===== src/rtl/oc_guard_pkg.sv =====
package oc_guard_pkg;

    typedef enum logic [1:0] {
        STEP_HOLD = 2'd0,
        STEP_UP   = 2'd1,
        STEP_DOWN = 2'd2
    } step_e;

endpackage


===== src/rtl/oc_trip_capture.sv =====
module oc_trip_capture (
    input  logic clk,
    input  logic rst_n,
    input  logic clr_i,
    input  logic stb_i,
    input  logic hi_i,
    input  logic lo_i,
    output logic det_o
);
    typedef struct packed {
        logic pend;
    } cap_t;

    cap_t cur_q, nxt_d;
    logic raw_hit;

    always_comb begin
        raw_hit = hi_i | lo_i;
        nxt_d   = cur_q;
        if (clr_i) begin
            nxt_d.pend = 1'b0;
        end else if (stb_i) begin
            nxt_d.pend = 1'b0;
        end else begin
            nxt_d.pend = cur_q.pend | raw_hit;
        end
        det_o = cur_q.pend | raw_hit;
    end

    always_ff @(posedge clk or negedge rst_n) begin
        if (!rst_n) cur_q <= '0;
        else        cur_q <= nxt_d;
    end

    // a detect off-strobe is remembered
    a_r5_hold_detect: assert property (@(posedge clk) disable iff (!rst_n)
        (raw_hit && !stb_i && !clr_i) |=> cur_q.pend);

    // a strobe consumes the held detect
    a_r5_strobe_consumes: assert property (@(posedge clk) disable iff (!rst_n)
        stb_i |=> (cur_q.pend == $past(hi_i | lo_i) && !$past(clr_i)) || !cur_q.pend || !$past(stb_i));

    // clear discards the held detect
    a_r6_clear_pend: assert property (@(posedge clk) disable iff (!rst_n)
        clr_i |=> !cur_q.pend || 1'b0 == 1'b1 || $past(clr_i) && !cur_q.pend);
endmodule


===== src/rtl/oc_updown_sat.sv =====
module oc_updown_sat
    import oc_guard_pkg::*;
#(
    parameter int LIMIT = 4,
    parameter int CNT_W = $clog2(LIMIT + 1)
) (
    input  logic             clk,
    input  logic             rst_n,
    input  logic             clr_i,
    input  step_e            step_i,
    output logic [CNT_W-1:0] cnt_o,
    output logic             ovf_o
);
    localparam logic [CNT_W-1:0] TOP  = CNT_W'(LIMIT);
    localparam logic [CNT_W-1:0] ZERO = '0;

    typedef struct packed {
        logic [CNT_W-1:0] cnt;
    } ctr_t;

    ctr_t cur_q, nxt_d;
    logic at_top, at_zero;

    always_comb begin
        nxt_d   = cur_q;
        at_top  = (cur_q.cnt == TOP);
        at_zero = (cur_q.cnt == ZERO);
        ovf_o   = 1'b0;
        if (clr_i) begin
            nxt_d.cnt = ZERO;
        end else begin
            unique case (step_i)
                STEP_UP: begin
                    if (at_top) ovf_o = 1'b1;
                    else        nxt_d.cnt = cur_q.cnt + CNT_W'(1);
                end
                STEP_DOWN: begin
                    if (!at_zero) nxt_d.cnt = cur_q.cnt - CNT_W'(1);
                end
                default: nxt_d.cnt = cur_q.cnt;
            endcase
        end
        cnt_o = cur_q.cnt;
    end

    always_ff @(posedge clk or negedge rst_n) begin
        if (!rst_n) cur_q <= '0;
        else        cur_q <= nxt_d;
    end

    // step up below the top adds one
    a_r2_increment: assert property (@(posedge clk) disable iff (!rst_n)
        (step_i == STEP_UP && !clr_i && cur_q.cnt != TOP)
        |=> cur_q.cnt == $past(cur_q.cnt) + CNT_W'(1));

    // step down at zero stays at zero
    a_r3_floor: assert property (@(posedge clk) disable iff (!rst_n)
        (step_i == STEP_DOWN && !clr_i && cur_q.cnt == ZERO) |=> cur_q.cnt == ZERO);

    // step down above zero removes one
    a_r3_decrement: assert property (@(posedge clk) disable iff (!rst_n)
        (step_i == STEP_DOWN && !clr_i && cur_q.cnt != ZERO)
        |=> cur_q.cnt == $past(cur_q.cnt) - CNT_W'(1));

    // the count never passes the limit
    a_r4_no_overflow: assert property (@(posedge clk) disable iff (!rst_n)
        cur_q.cnt <= TOP);
endmodule


===== src/rtl/oc_cycle_guard.sv =====
module oc_cycle_guard
    import oc_guard_pkg::*;
#(
    parameter int TRIP_LIMIT = 4,
    parameter int CNT_W      = $clog2(TRIP_LIMIT + 1)
) (
    input  logic             clk,
    input  logic             rst_n,
    input  logic             cyc_stb,
    input  logic             hi_trip,
    input  logic             lo_trip,
    input  logic             trip_clr,
    output logic             fault_o,
    output logic [CNT_W-1:0] cnt_o
);
    typedef struct packed {
        logic fault;
    } lat_t;

    lat_t  cur_q, nxt_d;
    logic  det;
    logic  ovf;
    step_e step;

    oc_trip_capture u_cap (
        .clk   (clk),
        .rst_n (rst_n),
        .clr_i (trip_clr),
        .stb_i (cyc_stb),
        .hi_i  (hi_trip),
        .lo_i  (lo_trip),
        .det_o (det)
    );

    oc_updown_sat #(
        .LIMIT (TRIP_LIMIT),
        .CNT_W (CNT_W)
    ) u_ctr (
        .clk    (clk),
        .rst_n  (rst_n),
        .clr_i  (trip_clr),
        .step_i (step),
        .cnt_o  (cnt_o),
        .ovf_o  (ovf)
    );

    always_comb begin
        nxt_d = cur_q;
        step  = STEP_HOLD;
        if (cyc_stb && !cur_q.fault && !trip_clr) begin
            step = det ? STEP_UP : STEP_DOWN;
        end
        if (trip_clr) nxt_d.fault = 1'b0;
        else if (ovf) nxt_d.fault = 1'b1;
        fault_o = cur_q.fault;
    end

    always_ff @(posedge clk or negedge rst_n) begin
        if (!rst_n) cur_q <= '0;
        else        cur_q <= nxt_d;
    end

    // strobe with detect at the limit sets the latch
    a_r4_trip: assert property (@(posedge clk) disable iff (!rst_n)
        (cyc_stb && (hi_trip || lo_trip) && !trip_clr && cnt_o == CNT_W'(TRIP_LIMIT))
        |=> fault_o);

    // clear empties latch and count
    a_r6_clear: assert property (@(posedge clk) disable iff (!rst_n)
        trip_clr |=> (!fault_o && cnt_o == '0));

    // latch is sticky
    a_r7_sticky: assert property (@(posedge clk) disable iff (!rst_n)
        (fault_o && !trip_clr) |=> fault_o);

    // count frozen while latched
    a_r7_frozen: assert property (@(posedge clk) disable iff (!rst_n)
        (fault_o && !trip_clr) |=> $stable(cnt_o));

    // no strobe, no change in count
    a_r5_idle: assert property (@(posedge clk) disable iff (!rst_n)
        (!cyc_stb && !trip_clr) |=> $stable(cnt_o));
endmodule


===== config.mk =====
export PLATFORM = sky130hd
export DESIGN_NAME = oc_cycle_guard
export DESIGN_NICKNAME = d
export VERILOG_FILES = /design/src/rtl/oc_guard_pkg.sv /design/src/rtl/oc_trip_capture.sv /design/src/rtl/oc_updown_sat.sv /design/src/rtl/oc_cycle_guard.sv
export SDC_FILE = /design/constraint.sdc
export NUM_CORES = 1
export LEC_CHECK = 0
export ABC_CLOCK_PERIOD_IN_PS = 2550
export BUFFER_PORTS_ARGS = -buffer_cell sky130_fd_sc_hd__buf_2
export CORE_AREA = 2 2 39 41
export CTS_BUF_LIST = sky130_fd_sc_hd__clkbuf_16
export DETAILED_ROUTE_END_ITERATION = 8
export DIE_AREA = 0 0 41 43
export PLACE_DENSITY = 0.51
export SYNTH_ARGS = -nofsm -noshare
export SYNTH_HDL_FRONTEND = slang
export SYNTH_SLANG_ARGS = --single-unit

===== constraint.sdc =====
create_clock -name clk -period 2.55 [get_ports clk]
set_clock_uncertainty 0.15 [all_clocks]
set_input_delay 0 -clock clk [delete_from_list [all_inputs] [get_ports clk]]
set_output_delay 0 -clock clk [all_outputs]
set_load 0.02 [all_outputs]

==> results of run 1 <==
state kept, by name (all words and copies together), names as in the netlist:
name,cells
u_ctr.cnt_o,3
fault_o,1
u_cap.cur_q,1
through the flow:
stage	area (um2)	cells	total power, mW
6_report	558	69	0.388
5_1_grt	558	69	0.406
4_1_cts	537	68	0.391
3_5_place_dp	408	59	0.133
3_3_place_gp	408	59	0.134
2_1_floorplan	332	33	0.115
power by group:
part / internal, mW / switching [mW]
Clock: 0.202 / 0.0449
Sequential: 0.0844 / 0.00706
Combinational: 0.0252 / 0.0236
Total: 0.312 / 0.0756
layout by cell type, fill, tap and decap left out:
cell type,n
o21ai_1,1
or3_1,2
o31a_1,1
nor3b_1,1
dlygate4sd3_1,5
or4b_1,1
mux2i_1,1
or4_1,1
buf_4,3
nand2_1,1
or4bb_1,2
dfrtp_1,5
a21boi_0,1
nor3_1,1
nor2_1,2
o31ai_1,1
a41oi_1,1
nor3_2,1
nand2b_1,1
clkbuf_16,3
mux2_2,1
buf_2,9
ha_2,1
o311ai_1,1
xor2_1,1
nand3b_1,2
inv_1,1
a21oi_1,1
a31oi_2,1
logic make-up after synthesis:
kind of cell               count (synthesis)  share of synthesized area
buffers and inverters                      1                     0.0113
AOI/OAI and AO/OA                          8                      0.174
xor gates and xnor gates                   1                     0.0264
muxes                                      2                     0.0641
adders and majority gates                  1                     0.0377
and+or+nand+nor                           15                      0.309
DFF                                        5                      0.377
worst paths after layout:
path	from	end	slack (ns)	cells past startpoint
worst max-delay path	u_cap.cur_q$_DFF_PN0_	u_ctr.cnt_o[2]$_DFFE_PN0P_	0.12	7
worst min-delay path	hi_trip	u_ctr.cnt_o[0]$_DFFE_PN0P_	0.05	4
worst max register to register	u_cap.cur_q$_DFF_PN0_	u_ctr.cnt_o[2]$_DFFE_PN0P_	0.12	7
worst min register to register	fault_o$_DFFE_PN0P_	fault_o$_DFFE_PN0P_	0.45	2
max in group asynchronous	rst_n	u_cap.cur_q$_DFF_PN0_	1.54	3
min in group asynchronous	rst_n	u_ctr.cnt_o[0]$_DFFE_PN0P_	0.53	3
metal layers:
metal	global-route usage	vias up	wire, um
li1	-	171	-
met1	0.177	164	380
met2	0.122	7	350
met3	0.0157	0	29
met4	0.0867	0	0
met5	0	-	0
repair_timing:
item	in CTS	in global routing
setup buffers	0	1
hold buffers	5	0
setup endpoints to repair	0	1
resized for setup	0	3
endpoints found under the hold margin	10	0
layout make-up:
cell class / count / area share
timing repair buffer: 17 / 0.211
multi-input combinational: 27 / 0.388
clock buffer: 3 / 0.135
clock inverter: 1 / 0.00673
tap: 16 / 0.0359
sequential: 5 / 0.224
critical path, cell delays in order (launching register included):
cell and delay (ns):
dfrtp_1 0.37, or3_1 0.35, nor3_2 0.18, xor2_1 0.17, ha_2 0.22, or4bb_1 0.47
mux2_2 0.28, a31oi_2 0.15
==> results_dict.tcl, run 1 <==
set metrics [dict create \
    status "completed" \
    timing.fmax_mhz 411 \
    final_util 0.403 \
    period_share 0.955 \
    cts_root_buf "clkbuf_16" \
    n_fill_cell 147 \
    worst_pin_slew_ns 0.291 \
    finalWorstSetupSlack_ns 0.115 \
    start_kind "register" \
    path_max_fanout 5 \
    critPathRequiredTime_ns 2.53 \
    drt-wirelength-per-cell_um 11.0 \
    end_kind "register" \
    peakVddDrop_mv 0.435 \
    yosys.area.top_type_share 0.377 \
    finalSetupTns_ns 0 \
    die_area_um2 1760 \
    cts_tree "built" \
    hold_viol_final 0 \
    place_ws_ns 0.0457 \
    drive_above_1_share 0.358 \
    worst_hold_slack_ns 0.0505 \
    drtIter0Drc 0 \
    fp-row-count 14 \
    grt_pass1_vias 319 \
    grt_use_total 0.110 \
    grt_max_degree 10 \
    synth_cell_types 24 \
    htree_levels 1 \
    port_buffers 9 \
    syn_avg_cell_area_um2 10.0 \
    drc_errors 0 \
    grt_pass1_wl_um 1320 \
    clk_path_buf_depth 2 \
    synth_area_leader_cell "dfrtp_1" \
    syn_to_final_growth_pct 68.3 \
    synth_edf_count 0 \
    arrival_ns 2.42 \
    ff_latch_area_um2 125 \
    synth.area.top_cells "dfrtp_1 (38%), or4bb_1 (6.8%), nand3b_1 (4.5%), ha_1 (3.8%), or3_1 (3.8%)" \
    critical_path_class "reg2reg" \
    io_pins 10 \
    antenna_found_initial 0 \
    postSynthCellCount 33 \
    antenna_cells 0 \
    initial_utilization 0.240 \
    drtAntennaViolNets 0 \
    num-nets-final 61 \
    gp_congestion 0.721 \
    slew_viol_final 0 \
    cts_made_buffers 3 \
    clk_latency_ns 0.22 \
    ys_warn_count 0 \
    synthFlopType "dfrtp_1" \
    leakagePower_nw 0.250 \
    syn_nets 40 \
    maxSlewHeadroom 0.803 \
    clock-sinks 5 \
    core_area_um2 1380 \
    die_w_um 41 \
    fp.dieH_um 43 \
    routed_wl_um 760 \
    gr-total-overflow 0 \
    worstHoldPathType "in2reg" \
    max_cap_viol_count 0 \
    pwr_density_cell_nw_per_um2 695 \
    setup_violations 0 \
    via_per_inst 4.96 \
    rsz0062_at_grt "no" \
    syn-cell-area_um2 332 \
    dp_hpwl_um 549 \
    synth.yosys.seq_area_share 0.377 \
    vias 342 \
    period_needed_ns 2.43 \
    ys_seq_elements 5 \
    multiInputGateArea_um2 216 \
    synth.most_common_cell "dfrtp_1" \
    dr.pass1.iters 1 \
    path_clk_slew_ns 0.03 \
    async_reset_ff_frac 1.00 \
]
(Power assumes the default switching activity.)
==> run 2: changes to the inputs <==
RECOVER_POWER = 50   (was default)
==> results_dict.tcl, run 2 (synthesized netlist as in run 1, its figures left out) <==
set metrics [dict create \
    drive_above_1_share 0.321 \
    worstHoldPathType "in2reg" \
    die_area_um2 1760 \
    status "completed" \
    via_per_inst 4.96 \
    arrival_ns 2.42 \
    critical_path_class "reg2reg" \
    setup_violations 0 \
    grt_pass1_vias 319 \
    initial_utilization 0.240 \
    period_needed_ns 2.43 \
    final_common_cell "buf_2" \
    cts_tree "built" \
    syn_to_final_growth_pct 67.5 \
    vias 342 \
    die_w_um 41 \
    core_area_um2 1380 \
    pwr-share-seq 0.236 \
    clockPowerShare 0.639 \
    timing.fmax_mhz 411 \
    clk_path_buf_depth 2 \
    rsz0062_at_grt "no" \
    clock-sinks 5 \
    fp.dieH_um 43 \
    routed_wl_um 761 \
    critPathRequiredTime_ns 2.53 \
    grt_pass1_wl_um 1320 \
    grt_use_total 0.110 \
    gp_congestion 0.721 \
    dp_cells 59 \
    end_kind "register" \
    fp-row-count 14 \
    final_cell_mix "buf_2 (7), dfrtp_1 (5), dlygate4sd3_1 (5)" \
    drt-wirelength-per-cell_um 11.0 \
    p_sw_frac 0.195 \
    port_buffers 9 \
    start_kind "register" \
    grt_max_degree 10 \
    internal_power_uw 312 \
    dp_hpwl_um 549 \
    dr.pass1.iters 1 \
    n_fill_cell 146 \
    combPwrFrac 0.125 \
    switching_power_uw 75.6 \
    htree_levels 1 \
    gr-total-overflow 0 \
    stdcell_count 69 \
    num-nets-final 61 \
    path_clk_slew_ns 0.03 \
    maxSlewHeadroom 0.803 \
    max_cap_viol_count 0 \
    slew_viol_final 0 \
    antenna_found_initial 0 \
    cts_root_buf "clkbuf_16" \
    peakVddDrop_mv 0.435 \
    drtAntennaViolNets 0 \
    period_share 0.955 \
    drtIter0Drc 0 \
    leakagePower_nw 0.242 \
    worst_pin_slew_ns 0.291 \
    antenna_cells 0 \
    cts_made_buffers 3 \
    drc_errors 0 \
    finalSetupTns_ns 0 \
    pwr_density_cell_nw_per_um2 697 \
    clk_latency_ns 0.22 \
    largest_register_ffs 3 \
    path_max_fanout 5 \
    io_pins 10 \
    hold_viol_final 0 \
]
run 2: power by group through the flow:
stage / sequential (mW) / combinational (mW) / clock (mW)
after floorplan: 0.0954 / 0.0198 / 0
after detailed placement: 0.0923 / 0.0412 / 0
after global placement: 0.0924 / 0.0416 / 0
after global routing: 0.0933 / 0.0542 / 0.258
after CTS: 0.0915 / 0.0472 / 0.253
final: 0.0915 / 0.0483 / 0.247
run 2: worst paths after layout:
path | start | to | slack, ns | cells past startpoint
min in group asynchronous | rst_n | u_ctr.cnt_o[0]$_DFFE_PN0P_ | 0.53 | 3
worst min register to register | fault_o$_DFFE_PN0P_ | fault_o$_DFFE_PN0P_ | 0.45 | 2
worst min-delay path | hi_trip | u_ctr.cnt_o[0]$_DFFE_PN0P_ | 0.05 | 4
max in group asynchronous | rst_n | u_cap.cur_q$_DFF_PN0_ | 1.54 | 3
worst max register to register | u_cap.cur_q$_DFF_PN0_ | u_ctr.cnt_o[2]$_DFFE_PN0P_ | 0.12 | 7
worst max-delay path | u_cap.cur_q$_DFF_PN0_ | u_ctr.cnt_o[2]$_DFFE_PN0P_ | 0.12 | 7
run 2: repair_timing:
item / CTS / global route
hold buffers: 5 / 0
buffers inserted: 0 / 1
resized for setup: 0 / 3
endpoints found under the setup margin: 0 / 1
endpoints found under the hold margin: 10 / 0
run 2: critical path, cell delays in order (launching register included):
cell and delay, ns:
dfrtp_1 0.37, or3_1 0.35, nor3_2 0.18, xor2_1 0.17, ha_2 0.22, or4bb_1 0.47
mux2_2 0.28, a31oi_2 0.15
run 2: final cells by class:
class / count / area (um2) / area share
repair buffers: 17 / 115 / 0.207
flip-flops and latches: 5 / 125 / 0.225
clock inverters: 1 / 3.75 / 0.00676
multi-input cells: 27 / 216 / 0.390
well taps: 16 / 20.0 / 0.0360
clock buffers: 3 / 75.1 / 0.135
run 2: per-layer routing:
layer / share of wire / up-vias / GRT usage
met1: 0.50 / 164 / 0.177
li1: - / 171 / -
met4: 0 / 0 / 0.0867
met3: 0.038 / 0 / 0.0157
met2: 0.46 / 7 / 0.122
met5: 0 / - / 0
run 2: metrics by stage:
| step | util | area [um2] | power (mW) | hold WS [ns] | worst slack, ns |
|---|---|---|---|---|---|
| finish | 0.401 | 556 | 0.387 | 0.0505 | 0.115 |
| global route | 0.401 | 556 | 0.406 | 0.0929 | 0.000729 |
| CTS | 0.388 | 537 | 0.391 | 0.0577 | 0.0383 |
| detailed placement | 0.295 | 408 | 0.133 | -0.333 | 0.0457 |
| global placement | 0.295 | 408 | 0.134 | -0.331 | 0.0351 |
| floorplan | - | 332 | 0.115 | -0.446 | 0.117 |
==> run 3: changes to the inputs <==
ABC_AREA = 1   (was default)
PLACE_DENSITY = 0.55   (was 0.51)
==> results_dict.tcl, run 3 <==
set metrics [dict create \
    final_common_cell "nand2_1" \
    async_reset_ff_frac 1.00 \
    cts_made_buffers 3 \
    final_area_um2 563 \
    vias 353 \
    antenna_found_initial 0 \
    maxSlewHeadroom 0.836 \
    setup_violations 0 \
    largest_register_ffs 3 \
    hold_buffers 5 \
    syn_to_final_growth_pct 50.5 \
    dp_hpwl_um 572 \
    place_area_um2 439 \
    syn_avg_cell_area_um2 7.19 \
    critPathRequiredTime_ns 2.52 \
    cts_setup_buffers 0 \
    leakagePower_nw 0.296 \
    synth_cell_types 16 \
    synthSimpleGateAreaFrac 0.431 \
    final_cell_mix "nand2_1 (14), inv_1 (7)" \
    synthFlopType "dfrtp_1" \
    cp_top_family "buffers and inverters" \
    clk_path_buf_depth 2 \
    die_w_um 41 \
    drive_above_1_share 0.329 \
    grt_pass1_wl_um 1320 \
    slowest_stage "dlygate4sd3_1" \
    peakVddDrop_mv 0.474 \
    rsz0062_at_grt "no" \
    timing.fmax_mhz 608 \
    synth_compound_area_frac 0.0635 \
    io_pins 10 \
    path_clk_slew_ns 0.03 \
    cts_resized 0 \
    syn_nets 59 \
    port_buffers 9 \
    fp-row-count 14 \
    synth_area_leader_cell "dfrtp_1" \
    max_cap_viol_count 0 \
    via_per_inst 4.10 \
    gr-total-overflow 0 \
    worstHoldPathType "in2reg" \
    hold_viol_final 0 \
    synth.most_common_cell "nand2_1" \
    routed_wl_um 740 \
    gp_congestion 0.725 \
    synth.area.top_cells "dfrtp_1 (33%), nand2_1 (14%), nand2_2 (6.7%), inv_1 (6.0%), nor2_4 (6.0%)" \
    period_share 0.644 \
    p_total_uw 394 \
    pwr_density_cell_nw_per_um2 700 \
    yosys.area.top_type_share 0.334 \
    path_buf_inv 4 \
    htree_levels 1 \
    grt_pass1_vias 332 \
    synth_common_cells "nand2_1 (14), inv_1 (6), dfrtp_1 (5), inv_2 (5), nand2_2 (4)" \
    synth.yosys.seq_area_share 0.334 \
    die_area_um2 1760 \
    postSynthCellCount 52 \
    fp.dieH_um 43 \
    core_area_um2 1380 \
    end_kind "register" \
    drc_errors 0 \
    synth_edf_count 0 \
    synthXorXnorAreaFrac 0 \
    drtIter0Drc 4 \
    grt_use_total 0.121 \
    antenna_cells 0 \
    drt-wirelength-per-cell_um 8.60 \
    status "completed" \
    cts_root_buf "clkbuf_16" \
    drtAntennaViolNets 0 \
    start_kind "primary input" \
    ys_warn_count 0 \
    path_max_fanout 4 \
    synth_top_family_by_area "simple AND/OR/NAND/NOR gates" \
    cts_tree "built" \
    critical_path_class "in2reg" \
    clock-sinks 5 \
    worst_pin_slew_ns 0.245 \
    dr.pass1.iters 4 \
    finalSetupTns_ns 0 \
    num-nets-final 78 \
    grt_max_degree 7 \
    clk_latency_ns 0.23 \
    synth.area.mux_share 0.0268 \
    max_stage_delay_ns 0.53 \
    path_common_cell "nand2_1" \
    period_needed_ns 1.64 \
    synth_fa_ha_area_frac 0.0334 \
    crit_chain "dlygate4sd3_1, buf_2, inv_2, nand3_2, nor2_4, nand2_1, nand2_1, inv_1, ha_1, a21oi_1, nand2_1, nand3_2, nand2_2" \
    syn-cell-area_um2 374 \
    initial_utilization 0.270 \
    arrival_ns 1.61 \
    slew_viol_final 0 \
    ys_seq_elements 5 \
    worst_hold_slack_ns 0.0886 \
]
## run 3: layout make-up
cell class	instances	area [um2]
inverters	11	41.3
clock buffers	3	75.1
clock inverters	1	3.75
flip-flops and latches	5	125
fillers	144	821
repair buffers	14	90.1
multi-input cells	36	208
well taps	16	20.0
## run 3: cells by family after synthesis
group | after synthesis
AOI/OAI and AO/OA | 4
muxes | 1
and+or+nand+nor | 30
buffers and inverters | 11
DFF | 5
adders and majority gates | 1
## run 3: routing by layer
layer,global-route usage,share of wire
met5,0,0
met4,0.120,0
met3,0.0471,0.020
met2,0.156,0.52
met1,0.141,0.46
## run 3: report_power, final
part / leakage (nW) / switching, mW / total, mW / internal (mW)
Combinational: 0.186 / 0.0308 / 0.0526 / 0.0218
Clock: 0.0423 / 0.0477 / 0.250 / 0.203
Sequential: 0.0675 / 0.00657 / 0.0913 / 0.0847
## run 3: worst register-to-register path, delay by kind of cell, from the launching register on
kind	cells	cell delay, ns
DFF	1	0.36
adders and majority gates	1	0.18
buffers and inverters	1	0.04
and+or+nand+nor	8	0.64
AOI/OAI and AO/OA	1	0.12
## run 3: path summary, 6_finish.rpt
kind	start	endpoint	slack, ns	cells after the start
worst max register to register	u_cap.cur_q$_DFF_PN0_	u_ctr.cnt_o[2]$_DFFE_PN0P_	0.95	11
min in group asynchronous	rst_n	u_ctr.cnt_o[1]$_DFFE_PN0P_	0.54	3
max in group asynchronous	rst_n	u_cap.cur_q$_DFF_PN0_	1.51	3
worst max-delay path	trip_clr	u_ctr.cnt_o[2]$_DFFE_PN0P_	0.91	13
worst min-delay path	hi_trip	fault_o$_DFFE_PN0P_	0.09	5
worst min register to register	u_ctr.cnt_o[2]$_DFFE_PN0P_	u_ctr.cnt_o[2]$_DFFE_PN0P_	0.41	2
## run 3: metrics by stage
stage | util | setup slack [ns] | instances
2_1_floorplan | - | 0.953 | 52
3_3_place_gp | 0.317 | 0.952 | 77
3_5_place_dp | 0.317 | 0.936 | 77
4_1_cts | 0.410 | 0.902 | 86
5_1_grt | 0.407 | 0.774 | 86
6_report | 0.407 | 0.907 | 86
